--- config.mk ---
export PLATFORM = sky130hd
export DESIGN_NAME = tpm_spi_xact
export DESIGN_NICKNAME = d
export VERILOG_FILES = /design/src/rtl/tpm_spi_xact.sv
export SDC_FILE = /design/constraint.sdc
export NUM_CORES = 1
export LEC_CHECK = 0
export BUFFER_PORTS_ARGS = -buffer_cell sky130_fd_sc_hd__buf_2
export CORE_UTILIZATION = 50
export CTS_BUF_LIST = sky130_fd_sc_hd__clkbuf_2 sky130_fd_sc_hd__clkbuf_4 sky130_fd_sc_hd__clkbuf_8
export DETAILED_ROUTE_END_ITERATION = 7
export PLACE_DENSITY_LB_ADDON = 0.15
export SLEW_MARGIN = 0
export SYNTH_ARGS = -nofsm -noshare
export SYNTH_HDL_FRONTEND = slang
export SYNTH_SLANG_ARGS = --single-unit
--- constraint.sdc ---
create_clock -name clk -period 5.31 [get_ports clk]
set_input_delay 1.062 -clock clk [delete_from_list [all_inputs] [get_ports clk]]
set_output_delay 1.062 -clock clk [all_outputs]
set_load 0.005 [all_outputs]
--- src/rtl/tpm_spi_xact.sv ---
module tpm_spi_xact #(
  parameter int CLK_DIV    = 2,
  parameter int POLL_LIMIT = 50,
  parameter int MAX_LEN    = 128,
  parameter int LEN_W      = 8
) (
  input  logic             clk,
  input  logic             rst_n,
  input  logic             start,
  input  logic             is_read,
  input  logic [15:0]      addr,
  input  logic [LEN_W-1:0] len,
  output logic             busy,
  output logic             done,
  output logic [1:0]       status,
  output logic             wr_take,
  input  logic [7:0]       wr_data,
  output logic             rd_valid,
  output logic [7:0]       rd_data,
  output logic             sclk,
  output logic             cs_n,
  output logic             mosi,
  input  logic             miso
);
  localparam int DIV_W = $clog2(CLK_DIV + 1);
  localparam int PC_W  = $clog2(POLL_LIMIT + 1);
  localparam logic [1:0] ST_OK = 2'd0, ST_BADPARAM = 2'd1, ST_TIMEOUT = 2'd2;
  localparam logic [7:0] SEL_BYTE = 8'hD4;

  typedef enum logic [1:0] {S_IDLE, S_LOAD, S_BIT} st_t;
  typedef enum logic [1:0] {P_HDR, P_WAIT, P_DATA} ph_t;

  st_t              state;
  ph_t              phase;
  logic [15:0]      a_q;
  logic             rd_q;
  logic [LEN_W-1:0] len_q, idx;
  logic [PC_W-1:0]  poll;
  logic [DIV_W-1:0] div;
  logic [2:0]       bit_cnt;
  logic [7:0]       tx_sr, rx_sr, next_byte;
  logic             tick, bad_len;

  assign busy    = (state != S_IDLE);
  assign tick    = (div == DIV_W'(CLK_DIV - 1));
  assign mosi    = tx_sr[7] & ~cs_n;
  assign wr_take = (state == S_LOAD) && (phase == P_DATA) && !rd_q;
  assign bad_len = (len == '0) || (len > LEN_W'(MAX_LEN));

  always_comb begin
    next_byte = 8'h00;
    case (phase)
      P_HDR: case (idx[1:0])
        2'd0:    next_byte = {rd_q, 7'(len_q - 1'b1)};
        2'd1:    next_byte = SEL_BYTE;
        2'd2:    next_byte = a_q[15:8];
        default: next_byte = a_q[7:0];
      endcase
      P_DATA:  next_byte = rd_q ? 8'h00 : wr_data;
      default: next_byte = 8'h00;
    endcase
  end

  always_ff @(posedge clk or negedge rst_n) begin
    if (!rst_n) begin
      state    <= S_IDLE;
      phase    <= P_HDR;
      a_q      <= '0;
      rd_q     <= 1'b0;
      len_q    <= '0;
      idx      <= '0;
      poll     <= '0;
      div      <= '0;
      bit_cnt  <= '0;
      tx_sr    <= '0;
      rx_sr    <= '0;
      sclk     <= 1'b0;
      cs_n     <= 1'b1;
      done     <= 1'b0;
      status   <= ST_OK;
      rd_valid <= 1'b0;
      rd_data  <= '0;
    end else begin
      done     <= 1'b0;
      rd_valid <= 1'b0;
      case (state)
        S_IDLE: if (start) begin
          if (bad_len) begin
            done   <= 1'b1;
            status <= ST_BADPARAM;
          end else begin
            a_q   <= addr;
            rd_q  <= is_read;
            len_q <= len;
            idx   <= '0;
            poll  <= '0;
            phase <= P_HDR;
            cs_n  <= 1'b0;
            state <= S_LOAD;
          end
        end
        S_LOAD: begin
          tx_sr   <= next_byte;
          bit_cnt <= '0;
          div     <= '0;
          sclk    <= 1'b0;
          state   <= S_BIT;
        end
        default: begin
          div <= tick ? '0 : div + 1'b1;
          if (tick) begin
            if (!sclk) begin
              sclk  <= 1'b1;
              rx_sr <= {rx_sr[6:0], miso};
            end else begin
              sclk <= 1'b0;
              if (bit_cnt != 3'd7) begin
                bit_cnt <= bit_cnt + 1'b1;
                tx_sr   <= {tx_sr[6:0], 1'b0};
              end else begin
                state <= S_LOAD;
                case (phase)
                  P_HDR: begin
                    if (idx != LEN_W'(3)) idx <= idx + 1'b1;
                    else begin
                      idx   <= '0;
                      phase <= rx_sr[0] ? P_DATA : P_WAIT;
                    end
                  end
                  P_WAIT: begin
                    if (rx_sr[0]) phase <= P_DATA;
                    else if (poll == PC_W'(POLL_LIMIT - 1)) begin
                      cs_n   <= 1'b1;
                      done   <= 1'b1;
                      status <= ST_TIMEOUT;
                      state  <= S_IDLE;
                    end else poll <= poll + 1'b1;
                  end
                  default: begin
                    if (rd_q) begin
                      rd_valid <= 1'b1;
                      rd_data  <= rx_sr;
                    end
                    if (idx == len_q - 1'b1) begin
                      cs_n   <= 1'b1;
                      done   <= 1'b1;
                      status <= ST_OK;
                      state  <= S_IDLE;
                    end else idx <= idx + 1'b1;
                  end
                endcase
              end
            end
          end
        end
      endcase
    end
  end
endmodule

==> results.txt <==
----------------------------------------------------
[Outcome]
  Status ... finished clean

[Synth]
  Area share of the leading cell type in the synthesized netlist ... 47.3%
  Compound-gate portion of the synthesized area ... ~15%
  FF+latch count, synth ... 78
  YS warnings ... 0
  Most area-consuming cells after synthesis ... sky130_fd_sc_hd__dfrtp_1, sky130_fd_sc_hd__nand2_1, sky130_fd_sc_hd__mux2_2
  Post-synthesis instance area ... around 4100 um^2
  Share of flip-flops with an asynchronous set or reset after synthesis ... 100%
  Top_reg_cell synth ... sky130_fd_sc_hd__dfrtp_1
  Largest family of logic cells by synthesized area ... simple AND/OR/NAND/NOR gates
  Total nets after synthesis ... around 460
  Most frequently used cell type in the post-synthesis netlist ... sky130_fd_sc_hd__nand2_1
  Synthesized-area fraction occupied by and/or/nand/nor cells ... about a fifth
  Fraction of the yosys area taken by sequential cells ... a little under half
  Number of flops mapped to enable cells by yosys ... 0
  Post-Synth XOR/XNOR Area ... 4.42%
  Count of different cell masters after synthesis ... 60
  Cell type with the largest total area after synthesis ... sky130_fd_sc_hd__dfrtp_1
  Count of mapped cells out of synthesis ... ~420
  Multiplexer fraction of the synthesized cell area ... under 10%
  Synthesized area per cell ... around 10 um^2
  Area share of fa/ha/maj cells after synthesis ... ~2.8%
  Commonest cells in the synthesized netlist ... sky130_fd_sc_hd__nand2_1, sky130_fd_sc_hd__dfrtp_1, sky130_fd_sc_hd__nor2_1

[Place]
  IO buf count ... between 50 and 60
  Dpl ws ... between 2 and 2.5 ns
  Detailed-placement wirelength estimate ... 6520 um
  Routability cong. ... 0.943

[Clock network]
  Number of sinks on the clock net ... between 70 and 80
  CTS root buffer ... sky130_fd_sc_hd__clkbuf_8
  Clock input transition at the sequential cells of the worst setup and hold paths ... approximately 0.08 ns
  CTS tree ... yes
  Clock latency at the later pin of the worst-skew pair ... ~0.36 ns
  Cts bufs inserted ... 9
  CTS resizes ... 0
  Buffer count from post-CTS setup fixing ... 0
  CTS H-tree depth ... 3
  Maximum clock insertion buffer count ... 2
  Hold-fix buffer count after cts ... 0

[Hold path]
  Hold/Removal Path Class ... reg -> reg
  Startpoint of the most critical hold path ... a_q[0]$_DFFE_PN0P_
  Worst hold stages ... 2
  Hold worst-path end ... a_q[0]$_DFFE_PN0P_

[Power]
  Worst VDD drop ... approximately 0.30 mV
  Power Dens Cells ... approximately 530 nW/um^2
  Leakage power total ... ~2.1 nW

[Global routing]
  Overall overflow remaining after global route ... 0
  Largest net degree at the start of global routing ... between 70 and 80
  Global-route wire length before repair ... between 15000 and 20000 um
  Antenna violations before repair ... 0
  Overall global routing resource usage ... a little under a quarter
  Vias in the first global route ... slightly below 3k

[Critical path]
  Required time worst endpoint ... roughly 4.3 ns
  Slowest CP cell ... sky130_fd_sc_hd__nor3b_1
  Startpoint types ... flip-flop
  Largest fanout of any net on the critical path ... 22
  Ordered cell list for the critical path ... nor3b_1, and2_1, buf_2
  Worst R2R Path Depth ... 8
  Arrival time at the worst endpoint ... 2.30 ns
  Capture point of the worst reg-to-reg path ... idx[7]$_DFFE_PN0P_
  Crit end category ... primary output
  Critical R2R Launch ... bit_cnt[0]$_DFFE_PN0P_
  Critical path type ... reg -> out
  Slowest cell delay on critical path ... roughly 0.8 ns
  Slack of the worst reg-to-reg path ... around 2.6 ns

[STA]
  Slew Limit Fails ... 0
  Maximum achievable frequency ... 298 MHz
  Post-route setup TNS ... 0 ns
  RSZ-0062 raised after global routing ... no
  Transition time of the tightest slew-check pin ... around 1.2 ns
  Setup-violating endpoint count in the final report ... 0
  Worst slew margin ... roughly 23%
  Period Utilization, post-route ... between 60 and 70%
  Min cycle time layout ... 3.36 ns
  Clock Skews ... 0.00973 ns
  Hold Vio Cnt, Final ... 0
  Crit path setup slack, layout ... between 1.5 and 2 ns

[Layout]
  Number of inserted filler cells in the final layout ... 700
  Signed area change from the synthesized netlist to the final layout ... 12.8%
  Number of nets in the layout ... between 500 and 600
  Proportion of layout cells with a drive suffix above 1 ... roughly a fifth
  Area occupied by registers ... 1950 um^2
  Footprint of the multi-input gates ... around 2000 um^2
  Final antenna diode count ... 0

[Routing]
  Detailed-router iteration count before antenna repair ... 5
  Vias/cell ... 5.75
  Total vias in the final route ... between 3k and 4k
  Total wire length after detailed routing ... roughly 9100 um
  DRC violation total after the first TritonRoute iteration ... between 150 and 200
  Number of nets still failing antenna checks after routing ... 0
  DRC violations left ... 0
  Wire length per cell after detailed routing ... 16.0 um

[Floorplanning]
  Core box area ... between 7000 and 8000 um^2
  Number of cell rows ... 32
  Die Y ... about 92 um
  Number of top-level design ports ... 54
  Floorplan die area ... approximately 8500 um^2
  Horiz. Die Dim ... about 92 um
  Initial Util ... around 52%

[Job]
  Number of max-cap violations ... 0

----------------------------------------------------
## layout by cell type (no fill, tap or decap), drive strengths merged, types with 9 or more instances in the layout
cell type / count
nand2: 88
dfrtp: 77
buf: 55
nor2: 22
o21ai: 21
mux2: 17
inv: 17
xnor2: 11
nand3: 11
mux2i: 10
a21oi: 10
ha: 9
clkbuf: 9
## logic make-up (layout without fill, tap and decap cells)
group | Yosys count | count (layout)
DFF | 78 | 78
xor gates and xnor gates | 19 | 19
and+or+nand+nor | 170 | 170
adders and majority gates | 9 | 9
AOI/OAI and AO/OA | 80 | 80
muxes | 27 | 27
buffers and inverters | 34 | 86
## sequential cells by signal, summed over array words and instances, names as in the netlist
signal and flops:
a_q 16, bit_cnt 3, cs_n 1, div 2
done 1, idx 8, len_q 8, phase 2
poll 6, rd_data 8, rd_q 1, rd_valid 1
rx_sr 8, sclk 1, state 2, status 2
tx_sr 8
## report_power, final
group	internal [W]	switching [W]	total, W
sequential	0.000825	0.000247	0.00107
clock	0.000174	0.000237	0.000412
combinational	0.000447	0.000506	0.000953
## metal layers
metal / track usage [%] / wire (um) / up-vias / part of all wire (%)
li1: - / - / 1578 / -
met1: 34.4 / 4250 / 1573 / 47
met2: 33.8 / 4170 / 116 / 46
met3: 4.73 / 593 / 14 / 6.5
met4: 6.38 / 121 / 0 / 1.3
met5: 0 / 0 / - / 0
## worst max-delay path: cells and delay by family, from the launching register on
family / cells / cell delay, ns
buffers and inverters: 1 / 0.11
and+or+nand+nor: 2 / 1.04
DFF: 1 / 0.80
## stage by stage
stage | instances | power (W) | area, um^2 | utilization, % | hold slack [ns]
after global routing | 571 | 0.00262 | 4600 | 58.9 | 0.505
final | 571 | 0.00244 | 4600 | 58.9 | 0.474
after global placement | 555 | 0.00199 | 4420 | 56.6 | 0.455
after floorplan | 417 | 0.00176 | 4080 | - | 0.440
after detailed placement | 555 | 0.00204 | 4420 | 56.6 | 0.458
after CTS | 571 | 0.00245 | 4600 | 58.9 | 0.479
## worst max-delay path by stage
stage                     cells after the start            startpoint                  to
final                                         3  phase[1]$_DFFE_PN0P_             wr_take
after global placement                        7                len[2]  idx[7]$_DFFE_PN0P_
after detailed placement                      7                len[2]  idx[7]$_DFFE_PN0P_
after floorplan                               6                len[2]  idx[7]$_DFFE_PN0P_
after CTS                                     3  phase[1]$_DFFE_PN0P_             wr_take
after global routing                          3  phase[1]$_DFFE_PN0P_             wr_take
## cell type report
type                            count  share of cell area, %
Multi-Input combinational cell    305                   43.4
Sequential cell                    78                   42.5
Timing Repair Buffer               55                   6.15
Tap cell                          102                   2.78
Clock buffer                        9                   2.69
Clock inverter                      7                   1.25
Inverter                           15                   1.22
(Power assumes the default switching activity.)
